[src/rtl/tern_fc_pkg.sv]
package tern_fc_pkg;

  typedef logic [1:0] tern_t;

  localparam tern_t TERN_ZERO = 2'b00;
  localparam tern_t TERN_POS  = 2'b01;
  localparam tern_t TERN_NEG  = 2'b11;

  typedef enum logic [1:0] {
    OP_HOLD = 2'd0,
    OP_INC  = 2'd1,
    OP_DEC  = 2'd2
  } tern_op_e;

  // nonzero only for the two legal signed codes; 2'b10 behaves as zero
  function automatic logic tern_nz(tern_t v);
    return (v == TERN_POS) || (v == TERN_NEG);
  endfunction

  // weight x activation reduced to an accumulator action
  function automatic tern_op_e tern_op(tern_t w, tern_t a);
    if (!tern_nz(w) || !tern_nz(a)) return OP_HOLD;
    return (w[1] ^ a[1]) ? OP_DEC : OP_INC;
  endfunction

endpackage

[src/rtl/tern_wmem.sv]
module tern_wmem
  import tern_fc_pkg::*;
#(
  parameter int DEPTH = 8,
  localparam int AW = $clog2(DEPTH)
) (
  input  logic          clk,
  input  logic          we,
  input  logic [AW-1:0] waddr,
  input  tern_t         wdata,
  input  logic          re,
  input  logic [AW-1:0] raddr,
  output tern_t         rdata
);

  tern_t mem [DEPTH];

  always_ff @(posedge clk) begin
    if (we) mem[waddr] <= wdata;
  end

  always_ff @(posedge clk) begin
    if (re) rdata <= mem[raddr];
  end

endmodule

[src/rtl/tern_frame_ctrl.sv]
module tern_frame_ctrl #(
  parameter int N_IN = 8,
  localparam int IW = $clog2(N_IN)
) (
  input  logic          clk,
  input  logic          rst,
  input  logic          in_valid,
  input  logic          in_sof,
  output logic          accept,
  output logic [IW-1:0] rd_addr,
  output logic          open_o,
  output logic          s1_valid,
  output logic          s1_sof,
  output logic          s1_last
);

  localparam logic [IW-1:0] LAST_POS = IW'(N_IN - 1);

  logic          open_q;
  logic [IW-1:0] cnt;
  logic          is_last;

  always_comb begin
    accept  = in_valid && (in_sof || open_q);
    rd_addr = in_sof ? '0 : cnt;
    is_last = !in_sof && (cnt == LAST_POS);
  end

  always_ff @(posedge clk) begin
    if (rst) begin
      open_q   <= 1'b0;
      cnt      <= '0;
      s1_valid <= 1'b0;
      s1_sof   <= 1'b0;
      s1_last  <= 1'b0;
    end else begin
      s1_valid <= accept;
      s1_sof   <= accept && in_sof;
      s1_last  <= accept && is_last;
      if (accept) begin
        if (in_sof) begin
          open_q <= 1'b1;
          cnt    <= IW'(1);
        end else if (is_last) begin
          open_q <= 1'b0;
          cnt    <= '0;
        end else begin
          cnt    <= cnt + 1'b1;
        end
      end
    end
  end

  assign open_o = open_q;


  frame_close_chk: assert property (@(posedge clk) disable iff (rst)
    s1_last |-> !open_q);


  sof_open_chk: assert property (@(posedge clk) disable iff (rst)
    (in_valid && in_sof) |=> (open_q && s1_sof && cnt == IW'(1)));


  stray_input_chk: assert property (@(posedge clk) disable iff (rst)
    (in_valid && !in_sof && !open_q) |=> !s1_valid);

endmodule

[src/rtl/tern_neuron.sv]
module tern_neuron
  import tern_fc_pkg::*;
#(
  parameter int AW  = 5,
  parameter int LIM = 8
) (
  input  logic                 clk,
  input  logic                 rst,
  input  logic                 step_v,
  input  logic                 step_sof,
  input  tern_t                w,
  input  tern_t                a,
  output logic signed [AW-1:0] sum_next
);

  localparam logic signed [AW-1:0] ONE   = AW'(1);
  localparam logic signed [AW-1:0] LIM_S = AW'(LIM);

  logic signed [AW-1:0] acc;
  logic signed [AW-1:0] base;
  tern_op_e             op;

  always_comb begin
    base = step_sof ? '0 : acc;
    op   = tern_op(w, a);
    case (op)
      OP_INC:  sum_next = base + ONE;
      OP_DEC:  sum_next = base - ONE;
      default: sum_next = base;
    endcase
  end

  always_ff @(posedge clk) begin
    if (rst)         acc <= '0;
    else if (step_v) acc <= sum_next;
  end


  no_overflow_chk: assert property (@(posedge clk) disable iff (rst)
    (acc <= LIM_S) && (acc >= -LIM_S));


  zero_hold_chk: assert property (@(posedge clk) disable iff (rst)
    (step_v && !step_sof && (!tern_nz(w) || !tern_nz(a))) |=> (acc == $past(acc)));


  sof_restart_chk: assert property (@(posedge clk) disable iff (rst)
    (step_v && step_sof) |=> ((acc >= -ONE) && (acc <= ONE)));

endmodule

[src/rtl/tern_drain.sv]
module tern_drain #(
  parameter int N_NEUR = 8,
  parameter int AW     = 5,
  localparam int XW = $clog2(N_NEUR),
  localparam int CW = $clog2(N_NEUR + 1)
) (
  input  logic                 clk,
  input  logic                 rst,
  input  logic                 cap,
  input  logic signed [AW-1:0] sums_i [N_NEUR],
  output logic                 busy,
  output logic                 out_valid,
  output logic [XW-1:0]        out_idx,
  output logic signed [AW-1:0] out_sum,
  output logic                 out_last
);

  logic signed [AW-1:0] sh [N_NEUR];
  logic [CW-1:0]        dcnt;

  assign busy = (dcnt != '0);

  // data path: no reset, plain shift register
  always_ff @(posedge clk) begin
    if (cap) begin
      sh <= sums_i;
    end else if (busy) begin
      for (int k = 0; k < N_NEUR - 1; k++) sh[k] <= sh[k+1];
    end
  end

  always_ff @(posedge clk) begin
    if (rst) begin
      dcnt      <= '0;
      out_valid <= 1'b0;
      out_idx   <= '0;
      out_sum   <= '0;
      out_last  <= 1'b0;
    end else begin
      out_valid <= busy;
      out_last  <= busy && (dcnt == CW'(1));
      if (busy) begin
        out_sum <= sh[0];
        out_idx <= XW'(N_NEUR - int'(dcnt));
      end
      if (cap)       dcnt <= CW'(N_NEUR);
      else if (busy) dcnt <= dcnt - 1'b1;
    end
  end


  idx_seq_chk: assert property (@(posedge clk) disable iff (rst)
    (out_valid && !out_last) |=> (out_valid && out_idx == $past(out_idx) + 1'b1));


  last_idx_chk: assert property (@(posedge clk) disable iff (rst)
    out_last |-> (out_valid && out_idx == XW'(N_NEUR - 1)));


  cap_no_overrun_chk: assert property (@(posedge clk) disable iff (rst)
    cap |-> (dcnt <= CW'(1)));

endmodule

[src/rtl/tern_fc_layer.sv]
module tern_fc_layer
  import tern_fc_pkg::*;
#(
  parameter int N_IN   = 8,
  parameter int N_NEUR = 8,
  localparam int IW = $clog2(N_IN),
  localparam int NW = $clog2(N_NEUR),
  localparam int AW = $clog2(N_IN + 1) + 1
) (
  input  logic                 clk,
  input  logic                 rst,
  input  logic                 in_valid,
  input  logic                 in_sof,
  input  logic [1:0]           in_act,
  input  logic                 wr_en,
  input  logic [NW-1:0]        wr_neuron,
  input  logic [IW-1:0]        wr_index,
  input  logic [1:0]           wr_data,
  output logic                 idle,
  output logic                 out_valid,
  output logic [NW-1:0]        out_idx,
  output logic signed [AW-1:0] out_sum,
  output logic                 out_last
);

  logic                 accept;
  logic [IW-1:0]        rd_addr;
  logic                 frame_open;
  logic                 s1_valid, s1_sof, s1_last;
  logic                 drain_busy;
  logic                 wr_ok;
  tern_t                act_q;
  logic [N_NEUR-1:0]    we_vec;
  logic signed [AW-1:0] nsum [N_NEUR];

  tern_frame_ctrl #(.N_IN(N_IN)) u_ctrl (
    .clk      (clk),
    .rst      (rst),
    .in_valid (in_valid),
    .in_sof   (in_sof),
    .accept   (accept),
    .rd_addr  (rd_addr),
    .open_o   (frame_open),
    .s1_valid (s1_valid),
    .s1_sof   (s1_sof),
    .s1_last  (s1_last)
  );

  // activation aligned with the one-cycle weight read
  always_ff @(posedge clk) begin
    if (rst)         act_q <= TERN_ZERO;
    else if (accept) act_q <= in_act;
  end

  assign idle  = !frame_open && !s1_valid && !drain_busy;
  assign wr_ok = wr_en && idle && !(in_valid && in_sof);

  for (genvar g = 0; g < N_NEUR; g++) begin : g_neuron
    tern_t w_rd;

    assign we_vec[g] = wr_ok && (wr_neuron == NW'(g));

    tern_wmem #(.DEPTH(N_IN)) u_mem (
      .clk   (clk),
      .we    (we_vec[g]),
      .waddr (wr_index),
      .wdata (wr_data),
      .re    (accept),
      .raddr (rd_addr),
      .rdata (w_rd)
    );

    tern_neuron #(.AW(AW), .LIM(N_IN)) u_acc (
      .clk      (clk),
      .rst      (rst),
      .step_v   (s1_valid),
      .step_sof (s1_sof),
      .w        (w_rd),
      .a        (act_q),
      .sum_next (nsum[g])
    );
  end

  tern_drain #(.N_NEUR(N_NEUR), .AW(AW)) u_drain (
    .clk       (clk),
    .rst       (rst),
    .cap       (s1_valid && s1_last),
    .sums_i    (nsum),
    .busy      (drain_busy),
    .out_valid (out_valid),
    .out_idx   (out_idx),
    .out_sum   (out_sum),
    .out_last  (out_last)
  );


  wr_block_chk: assert property (@(posedge clk) disable iff (rst)
    (!idle || (in_valid && in_sof)) |-> (we_vec == '0));


  wr_onehot_chk: assert property (@(posedge clk) disable iff (rst)
    $onehot0(we_vec));


  reset_quiet_chk: assert property (@(posedge clk)
    $past(rst) |-> (!out_valid && idle));

endmodule

[config.mk]
export PLATFORM = sky130hd
export DESIGN_NAME = tern_fc_layer
export DESIGN_NICKNAME = d
export VERILOG_FILES = /design/src/rtl/tern_fc_pkg.sv /design/src/rtl/tern_wmem.sv /design/src/rtl/tern_frame_ctrl.sv /design/src/rtl/tern_neuron.sv /design/src/rtl/tern_drain.sv /design/src/rtl/tern_fc_layer.sv
export SDC_FILE = /design/constraint.sdc
export NUM_CORES = 1
export LEC_CHECK = 0
export ABC_AREA = 1
export BUFFER_PORTS_ARGS = -buffer_cell sky130_fd_sc_hd__buf_2
export CAP_MARGIN = 30
export CORE_MARGIN = 3
export CORE_UTILIZATION = 40
export CTS_CLUSTER_DIAMETER = 200
export DETAILED_ROUTE_END_ITERATION = 8
export GPL_TIMING_DRIVEN = 0
export SLEW_MARGIN = 20
export SYNTH_ARGS = -nofsm -noshare
export SYNTH_HDL_FRONTEND = slang
export SYNTH_HIERARCHICAL = 1
export SYNTH_SLANG_ARGS = --single-unit
[constraint.sdc]
create_clock -name clk -period 3.95 [get_ports clk]
set_input_delay 0.1975 -clock clk [delete_from_list [all_inputs] [get_ports clk]]
set_output_delay 0.1975 -clock clk [all_outputs]
set_load 0.005 [all_outputs]
Word level (Yosys, flattened, before mapping):

Memories as Yosys holds them, arrays and structs flattened. A register that Yosys moved wholly into a read port is not among the register bits.
Cells that the tools add are included.

* bits in writable memories: 128
* output and inout bits: 11
* register bits after elaboration: 103
* input port bits: 15
* memories kept: 8
* word-level logic and storage cells: 236

Memory list
* g_neuron[0].u_mem.mem: words 8, width 2, rd ports 1, clocked after Yosys merged registers in 1, write ports 1, line tern_wmem.sv:16 `tern_t mem [DEPTH];`
* g_neuron[1].u_mem.mem: words 8, width 2, rd ports 1, clocked after Yosys merged registers in 1, write ports 1, line tern_wmem.sv:16
* g_neuron[2].u_mem.mem: words 8, width 2, rd ports 1, clocked after Yosys merged registers in 1, write ports 1, line tern_wmem.sv:16
* g_neuron[3].u_mem.mem: words 8, width 2, rd ports 1, clocked after Yosys merged registers in 1, write ports 1, line tern_wmem.sv:16
* g_neuron[4].u_mem.mem: words 8, width 2, rd ports 1, clocked after Yosys merged registers in 1, write ports 1, line tern_wmem.sv:16
* g_neuron[5].u_mem.mem: words 8, width 2, rd ports 1, clocked after Yosys merged registers in 1, write ports 1, line tern_wmem.sv:16
* +2 memories

* bitwise logic cells: 8
* add/sub/neg operators: 19
* eq/ne operators: 43
* multiplexer cells: 73
* reductions and logical operators: 57

Operator list (count)
* $pmux 5 s2: 8
* $mux 35: 2
* $mux 2: 24
* $add 5x2->5 const B: 8
* $mux 5: 8
* $sub 5x2->5 const B: 8
* $eq 2x1->1 const B: 17
* $eq 2x2->1 const B: 17
* $mux 1: 26
* $logic_and 1x1->1: 19
* $logic_or 1x1->1: 18
* $eq 3x3->1 const B: 5
* $logic_not 1->1: 14
* $mux 3: 3
* $mux 4: 2
* $xor 1x1->1: 8
* $eq 3x2->1 const B: 2
* $eq 4x1->1 const B: 1
* $reduce_bool 2->1: 2
* $reduce_bool 4->1: 1
* $sub 4x1->4 const B: 1
* $add 3x1->3 const B: 1
* $eq 3x1->1 const B: 1
* $logic_not 3->1: 1
* other kinds (3): 3

Depth between registers and ports, before layout:

* word-level depth: 9
* gate-level depth with buffers: 14
* mapped depth without buffers: 14

Hierarchy:

Netlist, hierarchy kept.

Modules (own cells, without submodules)
* tern_wmem: sequential area each 540.5 um2, cells each 89, area an instance 827.0 um2, instances 8
* tern_neuron: sequential area each 100.1 um2, cells each 82, area an instance 488.0 um2, instances 8
* tern_drain: sequential area each 1481.4 um2, cells each 225, area an instance 2259.7 um2, instances 1
* tern_frame_ctrl: sequential area each 140.1 um2, cells each 48, area an instance 340.3 um2, instances 1
* tern_fc_layer: sequential area each 40.0 um2, cells each 37, area an instance 226.5 um2, instances 1

Worst setup path before layout:

No wires, ideal clock.

* kind: flip-flop to flip-flop
* start: register u_ctrl.s1_valid
* end: register u_drain/sh[10] (netlist name), enable pin
* required time: 3.557 ns
* path buffers: 2
* cell stages (with the launch flop): 7
* slack: 1.085 ns
* library setup time: 0.393 ns
* clock period less this slack: 2.865 ns
* arrival time: 2.472 ns
* cell sequence: dfxtp_1 nand2_1 inv_1 buf_6 inv_2 buf_2 nand2_1

* longest elaborated chain between the ends: 2

RTL lines
* start: declaration: line tern_frame_ctrl.sv:12 `output logic s1_valid,`
* start signal: assignment: line tern_frame_ctrl.sv:37 `s1_valid <= accept;`
* $logic_and 1x1->1: line tern_fc_layer.sv:87 `.cap (s1_valid && s1_last),`
* $reduce_bool 2->1 (no source line)
* end signal: assignment: line tern_drain.sv:26 `sh <= sums_i;`
* end: declaration: line tern_drain.sv:18 `logic signed [AW-1:0] sh [N_NEUR];`

No other way between the ends.
A chain may end at the register's enable or synchronous reset.

Final worst setup path:

* start: register u_ctrl.s1_valid
* end: register u_drain/sh[6] (netlist name), enable pin

The elaborated chain is that of the path after synthesis.

==> qor.yml <==
die:
  die_area_sq_um: 35600
  initial_utilization_pct: 40.8
  pin_count: 26
  die_h_um: 189
  fp.coreArea_sq_um: 32700
  rows: 66
  fp.dieW_um: 189
timing:
  fin_crit_sh_pct: 67.0
  setup_viol: 0
  fin_skew_ns: 0.0281
  fmax_mhz: 378
  layout_setup_ws_ns: 1.31
  maxSlewHeadroom_pct: 44.4
  tns_ns: 0
  rsz0062_at_grt: "no"
  hold_violations: 0
  timing.hold.ws_ns: 0.127
  slew_violations: 0
  fin_crit_ns: 2.64
  tightestPinTransition_ns: 0.833
placed_design:
  globalplace.congestion: 0.837
  io_buffers: 25
  hpwl_mm: 18.7
  dp_slack_ns: 1.24
  placed_cell_area_sq_um: 14200
global_route:
  grt_pass1_wl_mm: 45.3
  grtUsageTotal_pct: 15.1
  globalRouteOverflowTotal: 0
  grt_max_degree: 42
  grt_pass1_vias: 9793
  grt_antenna_before_repair: 0
power:
  power.density_nw_per_um2: 482
  combPwrFrac_pct: 16.0
  power_w: 0.00736
  swShare_pct: 26.5
  internal-power_w: 0.00541
  p_leak_nw: 7.34
  p_switching_w: 0.00195
  sequentialPowerShare_pct: 45.3
  ir_drop_uv: 351
  clockPowerShare_pct: 38.7
clocking:
  postCtsSetupRepairBufs: 0
  cts_made_buffers: 28
  clock-root-buffer: "clkbuf_16"
  cts_sinks: 247
  cts_tree: "built"
  htreeDepth: 1
  clkSlewWorstSetupHoldPaths_ns: 0.06
  clock_latency_ns: 0.56
  cts_buffer_depth: 3
synthesis:
  syn_inst: 1678
  synthTopCellsByCount: "530 x nand2_1, 276 x inv_1, 184 x edfxtp_1, 153 x nor2_1, 140 x nand3_1"
  synthesis.nets: 1730
  ys.warnings.count: 6
  async_flop_share_pct: 0
  netlist_area_sq_um: 13300
  yosysTopAreaCell: "edfxtp_1"
  yosysMostFrequentCell: "nand2_1"
  seq_area_frac_synth_pct: 50.8
  synth_area_leaders: "edfxtp_1 41%, nand2_1 15%, dfxtp_1 9.4%"
  synth_cell_types: 29
  synth-edff-count: 184
  synthFlopType: "edfxtp_1"
  avgSynthCellArea_sq_um: 7.95
  yosys.area.top_type_share_pct: 41.4
  ys_seq_elements: 247
detailed_routing:
  drt-total-wl_mm: 26.7
  met1Wirelength_mm: 12.2
  route.met3.wl_um: 907
  wl_per_cell_um: 12.1
  viasPerCell: 4.57
  first_iter_violations: 493
  highest_layer: "met4"
  dr.pass1.iters: 7
  drc: 0
  ant_nets: 0
  wl_met2_mm: 13.1
  num_vias: 10100
finish:
  fin_nets: 1797
  diodes: 0
  fill_cells: 3179
  fin_area_sq_um: 15300
  drive_gt1_share_pct: 15.1
  syn2layout_area_growth_pct: 14.5
critical_path:
  path_class: "flop to flop"
  setup.worst_path.end_class: "flop"
  crit_arrival_ns: 2.81
  worstPathRequired_ns: 4.11
  critPathMaxFanout: 35
  cp-start-kind: "flop"
  slowest_stage: "nand2_2"
  path_cells: "buf_12 -> nand2_1 -> inv_1 -> buf_6 -> inv_2 -> buf_2 -> nand2_2"
  cp_slowest_stage_delay_ns: 0.62
job:
  drv_cap: 0
hold_path:
  hold_path_class: "primary input to flop"
status:
  outcome: "completed"
critical path: cells and delay by family, from the launching register on:
family / cells / cell delay, ns
buf+inv: 5 / 0.91
flops: 1 / 0.60
simple gates: 2 / 0.69
routing by layer:
metal / vias to the layer above / GRT usage, %
met5: - / 0
met4: 0 / 3.35
met3: 39 / 2.05
met2: 140 / 27.5
met1: 4588 / 19.0
li1: 5336 / -
cell type report:
class	count	area, sq um	share of cell area [%]
clock inverters	15	259	1.70
plain buffers	18	178	1.16
flip-flops and latches	247	6790	44.4
inverters	362	1380	9.02
clock buffers	37	785	5.13
well taps	442	553	3.62
repair buffers	37	319	2.09
multi-input cells	1051	5020	32.8
sequential cells by signal, summed over array words and instances, names as in the netlist:
name	cells
u_drain/dcnt	4
u_drain/out_valid	1
u_ctrl/open_o	1
act_q	2
u_drain/out_sum	5
u_ctrl/cnt	3
u_drain/out_last	1
u_ctrl/s1_sof	1
u_drain/out_idx	3
g_neuron.u_mem/rdata	16
u_ctrl/s1_last	1
g_neuron.u_acc/acc	40
u_drain/sh	40
u_ctrl/s1_valid	1
g_neuron.u_mem/mem	128
placed cells by master (no fill, tap or decap), types with 10 or more instances in the layout:
master	instances
inv_1	276
edfxtp_1	184
nand2_1	529
o21ai_0	40
buf_2	29
nand2_2	45
buf_6	15
nand3_1	140
inv_2	78
nor2_1	150
a21oi_1	38
nor2_2	10
dfxtp_1	61
clkbuf_16	28
ha_1	29
power groups by stage:
stage / sequential, W / combinational [W] / clock, W
final: 0.00333 / 0.00118 / 0.00285
after global routing: 0.00336 / 0.00135 / 0.00303
after CTS: 0.00334 / 0.00120 / 0.00293
after detailed placement: 0.00339 / 0.00119 / 0
after global placement: 0.00340 / 0.00114 / 0
after floorplan: 0.00337 / 0.000830 / 0
path summary, 6_finish.rpt:
| kind | slack, ns | end | startpoint | cells after the start |
|---|---|---|---|---|
| setup / recovery | 1.31 | u_drain/sh[6]$_DFFE_PP_ | u_ctrl/s1_valid$_SDFF_PP0_ | 7 |
| hold / removal | 0.13 | g_neuron[1].u_mem/mem[2][1]$_DFFE_PP_ | wr_data[1] | 1 |
| setup reg to reg | 1.31 | u_drain/sh[6]$_DFFE_PP_ | u_ctrl/s1_valid$_SDFF_PP0_ | 7 |
| hold reg to reg | 0.48 | g_neuron[1].u_acc/acc[1]$_SDFFE_PP0P_ | g_neuron[1].u_acc/acc[1]$_SDFFE_PP0P_ | 2 |
per-stage QoR:
stage	cells	util, %
detailed placement	2152	43.4
finish	2209	46.7
CTS	2208	46.7
floorplan	1678	-
global route	2209	46.7
global placement	2145	42.9
repair_timing:
item | 4_1_cts | 5_1_grt
hold buffers | 4 | 0
endpoints found under the hold margin | 8 | 0
gates resized for setup | 0 | 0
logic make-up after synthesis:
| kind of cell | after synthesis | share of synthesized area, % |
|---|---|---|
| buf+inv | 380 | 11.7 |
| simple gates | 901 | 28.6 |
| xor+xnor | 9 | 0.591 |
| flops | 247 | 50.8 |
| fa+ha+maj | 37 | 3.92 |
| compound gates | 104 | 4.33 |
(Power assumes the default switching activity.)
